`src/rtl/bwg_pkg.sv`:
```
package bwg_pkg;
  localparam int ADDR_W       = 32;
  localparam int WRAM_W       = 4;
  localparam int CART_REGIONS = 4;
  localparam int NS_SEL_W     = 2;
  localparam int WRAM_SPAN    = 1 << WRAM_W;
  localparam int CNT_W        = $clog2(2 * WRAM_SPAN + 1);
  localparam int SEQ_FAST     = 2;

  typedef logic [CNT_W-1:0] cnt_t;

  function automatic cnt_t ns_lookup(input logic [NS_SEL_W-1:0] sel);
    case (sel)
      2'd0:    return cnt_t'(5);
      2'd1:    return cnt_t'(4);
      2'd2:    return cnt_t'(3);
      default: return cnt_t'(9);
    endcase
  endfunction

  function automatic cnt_t seq_slow(input int region);
    case (region)
      0:       return cnt_t'(3);
      1:       return cnt_t'(5);
      default: return cnt_t'(9);
    endcase
  endfunction
endpackage

```
`src/rtl/bwg_cart_timing.sv`:
```
module bwg_cart_timing
  import bwg_pkg::*;
(
  input  logic [ADDR_W-1:0]                addr,
  input  logic                             word,
  input  logic                             seq,
  input  logic [NS_SEL_W*CART_REGIONS-1:0] ns_sel,
  input  logic [CART_REGIONS-1:0]          s_sel,
  output cnt_t                             count
);
  localparam int IDX_W = $clog2(CART_REGIONS);

  cnt_t n_len [CART_REGIONS];
  cnt_t s_len [CART_REGIONS];
  logic [IDX_W-1:0] idx;
  logic page_edge;
  cnt_t first_len;

  for (genvar g = 0; g < CART_REGIONS; g++) begin : g_win
    assign n_len[g] = ns_lookup(ns_sel[NS_SEL_W*g +: NS_SEL_W]);
    if (g == CART_REGIONS - 1) begin : g_last
      assign s_len[g] = n_len[g];
    end else begin : g_fast
      assign s_len[g] = s_sel[g] ? cnt_t'(SEQ_FAST) : seq_slow(g);
    end
  end

  assign idx       = addr[25 +: IDX_W];
  assign page_edge = (addr[16:1] == 16'd0);
  assign first_len = (seq && !page_edge) ? s_len[idx] : n_len[idx];
  assign count     = first_len + (word ? s_len[idx] : cnt_t'(0));
endmodule

```
`src/rtl/bwg_cycle_calc.sv`:
```
module bwg_cycle_calc
  import bwg_pkg::*;
(
  input  logic [ADDR_W-1:0]                addr,
  input  logic                             word,
  input  logic                             seq,
  input  logic [WRAM_W-1:0]                wram_wait,
  input  logic [NS_SEL_W*CART_REGIONS-1:0] ns_sel,
  input  logic [CART_REGIONS-1:0]          s_sel,
  output cnt_t                             count
);
  cnt_t cart_cnt;
  cnt_t wram_base;
  cnt_t wram_cnt;

  bwg_cart_timing u_cart (
    .addr   (addr),
    .word   (word),
    .seq    (seq),
    .ns_sel (ns_sel),
    .s_sel  (s_sel),
    .count  (cart_cnt)
  );

  assign wram_base = cnt_t'(WRAM_SPAN) - cnt_t'(wram_wait);
  assign wram_cnt  = word ? (wram_base << 1) : wram_base;

  always_comb begin
    count = cnt_t'(1);
    if (addr[31:28] != 4'd0) begin
      count = cnt_t'(1);
    end else if (addr[27]) begin
      count = cart_cnt;
    end else begin
      case (addr[26:24])
        3'd2:       count = wram_cnt;
        3'd5, 3'd6: count = word ? cnt_t'(2) : cnt_t'(1);
        default:    count = cnt_t'(1);
      endcase
    end
  end

  always_comb begin
    a_r2_len_range: assert (count != '0 && count <= cnt_t'(2 * WRAM_SPAN))
      else $error("computed access length out of range");
  end
endmodule

```
`src/rtl/bwg_down_counter.sv`:
```
module bwg_down_counter
  import bwg_pkg::*;
(
  input  logic clk,
  input  logic rst,
  input  logic load,
  input  cnt_t load_val,
  output logic busy,
  output logic done
);
  cnt_t cnt;

  always_ff @(posedge clk) begin
    if (rst) begin
      cnt  <= '0;
      busy <= 1'b0;
      done <= 1'b0;
    end else if (load) begin
      cnt  <= load_val;
      busy <= 1'b1;
      done <= (load_val == cnt_t'(1));
    end else if (busy) begin
      cnt  <= cnt - cnt_t'(1);
      busy <= (cnt != cnt_t'(1));
      done <= (cnt == cnt_t'(2));
    end
  end

  a_r9_done_inside: assert property (@(posedge clk) disable iff (rst)
    done |-> busy);
  a_r9_done_ends: assert property (@(posedge clk) disable iff (rst)
    (done && !load) |=> !busy);
  a_r9_done_single: assert property (@(posedge clk) disable iff (rst)
    (done && !load) |=> !done);
  a_r9_cnt_step: assert property (@(posedge clk) disable iff (rst)
    (busy && !load && cnt > cnt_t'(1)) |=> (cnt == $past(cnt) - cnt_t'(1)));
endmodule

```
`src/rtl/bus_wait_gen.sv`:
```
module bus_wait_gen
  import bwg_pkg::*;
(
  input  logic                             clk,
  input  logic                             rst,
  input  logic                             req_valid,
  input  logic [ADDR_W-1:0]                req_addr,
  input  logic                             req_word,
  input  logic                             req_seq,
  input  logic [WRAM_W-1:0]                cfg_wram_wait,
  input  logic [NS_SEL_W*CART_REGIONS-1:0] cfg_ns_sel,
  input  logic [CART_REGIONS-1:0]          cfg_seq_sel,
  output logic                             busy,
  output logic                             done
);
  cnt_t len;
  logic accept;

  assign accept = req_valid && !busy;

  bwg_cycle_calc u_calc (
    .addr      (req_addr),
    .word      (req_word),
    .seq       (req_seq),
    .wram_wait (cfg_wram_wait),
    .ns_sel    (cfg_ns_sel),
    .s_sel     (cfg_seq_sel),
    .count     (len)
  );

  bwg_down_counter u_cnt (
    .clk      (clk),
    .rst      (rst),
    .load     (accept),
    .load_val (len),
    .busy     (busy),
    .done     (done)
  );

  a_r8_take: assert property (@(posedge clk) disable iff (rst)
    (req_valid && !busy) |=> busy);
  a_r8_no_cut: assert property (@(posedge clk) disable iff (rst)
    (busy && !done) |=> busy);
endmodule

```
`config.mk`:
```
export PLATFORM = sky130hd
export DESIGN_NAME = bus_wait_gen
export DESIGN_NICKNAME = d
export VERILOG_FILES = /design/src/rtl/bwg_pkg.sv /design/src/rtl/bwg_cart_timing.sv /design/src/rtl/bwg_cycle_calc.sv /design/src/rtl/bwg_down_counter.sv /design/src/rtl/bus_wait_gen.sv
export SDC_FILE = /design/constraint.sdc
export NUM_CORES = 1
export LEC_CHECK = 0
export BUFFER_PORTS_ARGS = -buffer_cell sky130_fd_sc_hd__buf_2
export CAP_MARGIN = 25
export CORE_MARGIN = 5
export CORE_UTILIZATION = 27
export DETAILED_ROUTE_END_ITERATION = 10
export GPL_TIMING_DRIVEN = 0
export PLACE_DENSITY = 0.57
export SETUP_SLACK_MARGIN = 0.4
export SKIP_LAST_GASP = 1
export SYNTH_ARGS = -nofsm -noshare
export SYNTH_HDL_FRONTEND = slang
export SYNTH_SLANG_ARGS = --single-unit
```
`constraint.sdc`:
```
create_clock -name clk -period 6.8 [get_ports clk]
set_input_delay 1.36 -clock clk [delete_from_list [all_inputs] [get_ports clk]]
set_output_delay 1.36 -clock clk [all_outputs]
set_load 0.01 [all_outputs]
```
==> impl_metrics.json <==
{
  "cts_tree": "yes",
  "stdcell_count": 260,
  "ys_warn_count": 0,
  "ant_nets": 0,
  "yosys.area.top_type": "dfxtp_1",
  "cap_violations": 0,
  "cts_hold_buf": 0,
  "drt-wirelength-per-cell_microns": 12.65,
  "reg2reg_depth": 6,
  "reg2reg_to": "u_cnt.done",
  "crit_start": "req_addr[26]",
  "fin_total_pwr_uw": 199.1,
  "path_class": "in2reg",
  "rows": 24,
  "synthesis.area_sq_um": 1225,
  "cts_setup_buffers": 0,
  "cts_root_buf": "clkbuf_8",
  "synthDistinctLibCells": 53,
  "startpoint_type": "input pin",
  "r2r-start": "u_cnt.busy",
  "dieArea_sq_um": 5984,
  "yosys-top-cells-area": "dfxtp_1 (13%), ha_1 (8.2%), a21oi_1 (5.3%)",
  "io_buffers": 42,
  "finish.utilization_pct": 35.16,
  "num_vias": 1339,
  "rrSetupSlack_ps": 5200,
  "setup_tns_ps": 0,
  "clock_path_buffers": 2,
  "grt_max_degree": 11,
  "wl_microns": 3289,
  "track_usage_pct": 10.82,
  "cp-endpoint": "u_cnt.cnt[4]",
  "rsz0062_at_grt": "no",
  "leakage_nw": 0.6533,
  "fin_skew_ps": 0.7947,
  "dp_cells": 257,
  "hp-class": "reg2reg",
  "diodes": 0,
  "drc": 0,
  "synth-seq-area-share_pct": 13.07,
  "dieHeight_microns": 77.36,
  "synth_cells": 163,
  "endpoint_kind": "flip-flop",
  "synthFlopType": "dfxtp_1",
  "yosys.area.top_type_share_pct": 13.07,
  "grt_overflow": 0,
  "dp_hpwl_microns": 2808,
  "htree_levels": 1,
  "clkTransAtPathRegs_ps": 40,
  "setup_viol": 0,
  "syn_to_final_growth_pct": 25.84,
  "final_area_sq_um": 1541,
  "yosys-top-cells-count": "a21oi_1 (13), inv_1 (13), nor2_1 (13)",
  "fin_crit_ps": 3985,
  "async_flop_share_pct": 0,
  "status": "completed",
  "drive_above_1_share_pct": 29.33,
  "synth-seq-cells": 8,
  "pwr_density_cell_nw_per_um2": 129.2,
  "hold_violations": 0,
  "drt_pass1_iterations": 4,
  "fp.coreArea_sq_um": 4384,
  "cts_num_sinks": 8,
  "place_area_sq_um": 1500,
  "grt_pass1_vias": 1336,
  "vias_per_cell": 5.150,
  "worst-path-max-fanout": 10,
  "clock.fmax_ghz": 0.2509,
  "syn_nets": 225,
  "maxSlewViolCount": 0,
  "routabilityCongestion": 0.7766,
  "die_w_microns": 77.36,
  "period_share_pct": 58.60,
  "nNetsFinal": 272,
  "start_util_pct": 27.94,
  "cts_buffers": 3,
  "slew_headroom_pct": 54.12,
  "ioPinCount": 55,
  "drt_iter0_drc": 43,
  "cp_data_required_time_ps": 6950,
  "synth.avg_cell_area_sq_um": 7.515,
  "antenna_found_initial": 0,
  "clock_latency_ps": 230,
  "max-vdd-ir-drop_mv": 0.02947,
  "synth-edff-count": 0,
  "grt_pass1_wl_microns": 5609,
  "tightest_slew_ps": 679.3,
  "cp_data_arrival_time_ps": 4140,
  "cts.repair.resized": 0
}
logic make-up (layout without fill, tap and decap cells):
logic type	Yosys count	count (layout)	synth area share, %
simple gates	65	65	31.66
compound gates	49	49	27.48
buf+inv	21	66	6.946
fa+ha+maj	9	9	9.806
mux	8	8	8.886
flops	8	8	13.07
xor+xnor	3	3	2.145
layout by cell type, fill, tap and decap left out, drive strengths merged, types with 2 or more instances in the layout:
cell     n
nor3b    5
nor2    13
xnor2    2
and2     2
or2      2
dfxtp    8
clkbuf   4
nand2b   6
mux4     2
mux2     3
or3b     2
inv     13
nor4     5
a21oi   14
nand3b   3
or3      2
o211ai   2
a22oi    2
nor2b    3
buf     49
ha       8
mux2i    3
a221oi   2
a41oi    2
nor3     3
o21ai    8
nand3    2
a31oi    6
a211oi   3
nand2   12
stage by stage:
step / hold slack, ps / setup slack (ps)
2_1_floorplan: 474.6 / 2964
3_3_place_gp: 499.8 / 2643
3_5_place_dp: 504.9 / 2583
4_1_cts: 512.5 / 2824
5_1_grt: 563.8 / 2617
6_report: 510.5 / 2815
sequential cells by signal, indices dropped and copies added (netlist names):
register and count:
u_cnt.busy 1, u_cnt.done 1, u_cnt.cnt 6
critical path, stage by stage:
cell      delay (ps)
buf_2            190
buf_1            380
mux4_2           400
a21oi_1          160
ha_1             190
inv_1             60
fa_1             400
nand2b_1         160
a21oi_1          200
o21ai_0          130
or3_1            340
a31oi_1          170
power breakdown:
part	switching, mW	leakage [nW]	internal, mW
Combinational	0.0451	0.566	0.0405
Clock	0.0197	0.0216	0.0384
Sequential	0.00379	0.0661	0.0515
Total	0.0686	0.653	0.130
how the worst min path moves through the flow:
stage	end	start	cells after the start	slack, ps
6_report	u_cnt.cnt[4]	u_cnt.cnt[4]	2	510
5_1_grt	u_cnt.cnt[4]	u_cnt.cnt[4]	2	560
4_1_cts	u_cnt.cnt[4]	u_cnt.cnt[4]	2	510
3_5_place_dp	u_cnt.cnt[4]	u_cnt.cnt[4]	2	500
3_3_place_gp	u_cnt.cnt[4]	u_cnt.cnt[4]	2	500
2_1_floorplan	u_cnt.cnt[4]	u_cnt.cnt[4]	2	470
final cells by class:
type | count | area [sq um]
fillers | 484 | 2843
multi-input cells | 134 | 979.7
repair buffers | 42 | 210.2
flip-flops and latches | 8 | 160.2
well taps | 52 | 65.06
inverters | 13 | 48.80
clock buffers | 3 | 41.29
plain buffers | 8 | 36.28
layer usage:
| layer | vias to the layer above | part of all wire [%] | wire length (microns) | track usage (%) |
|---|---|---|---|---|
| li1 | 701 | - | - | - |
| met1 | 610 | 45 | 1467 | 13.01 |
| met2 | 23 | 50 | 1638 | 19.70 |
| met3 | 5 | 4.6 | 152 | 2.083 |
| met4 | 0 | 0.88 | 29 | 2.577 |
| met5 | - | 0 | 0 | 0 |
(Power assumes the default switching activity.)
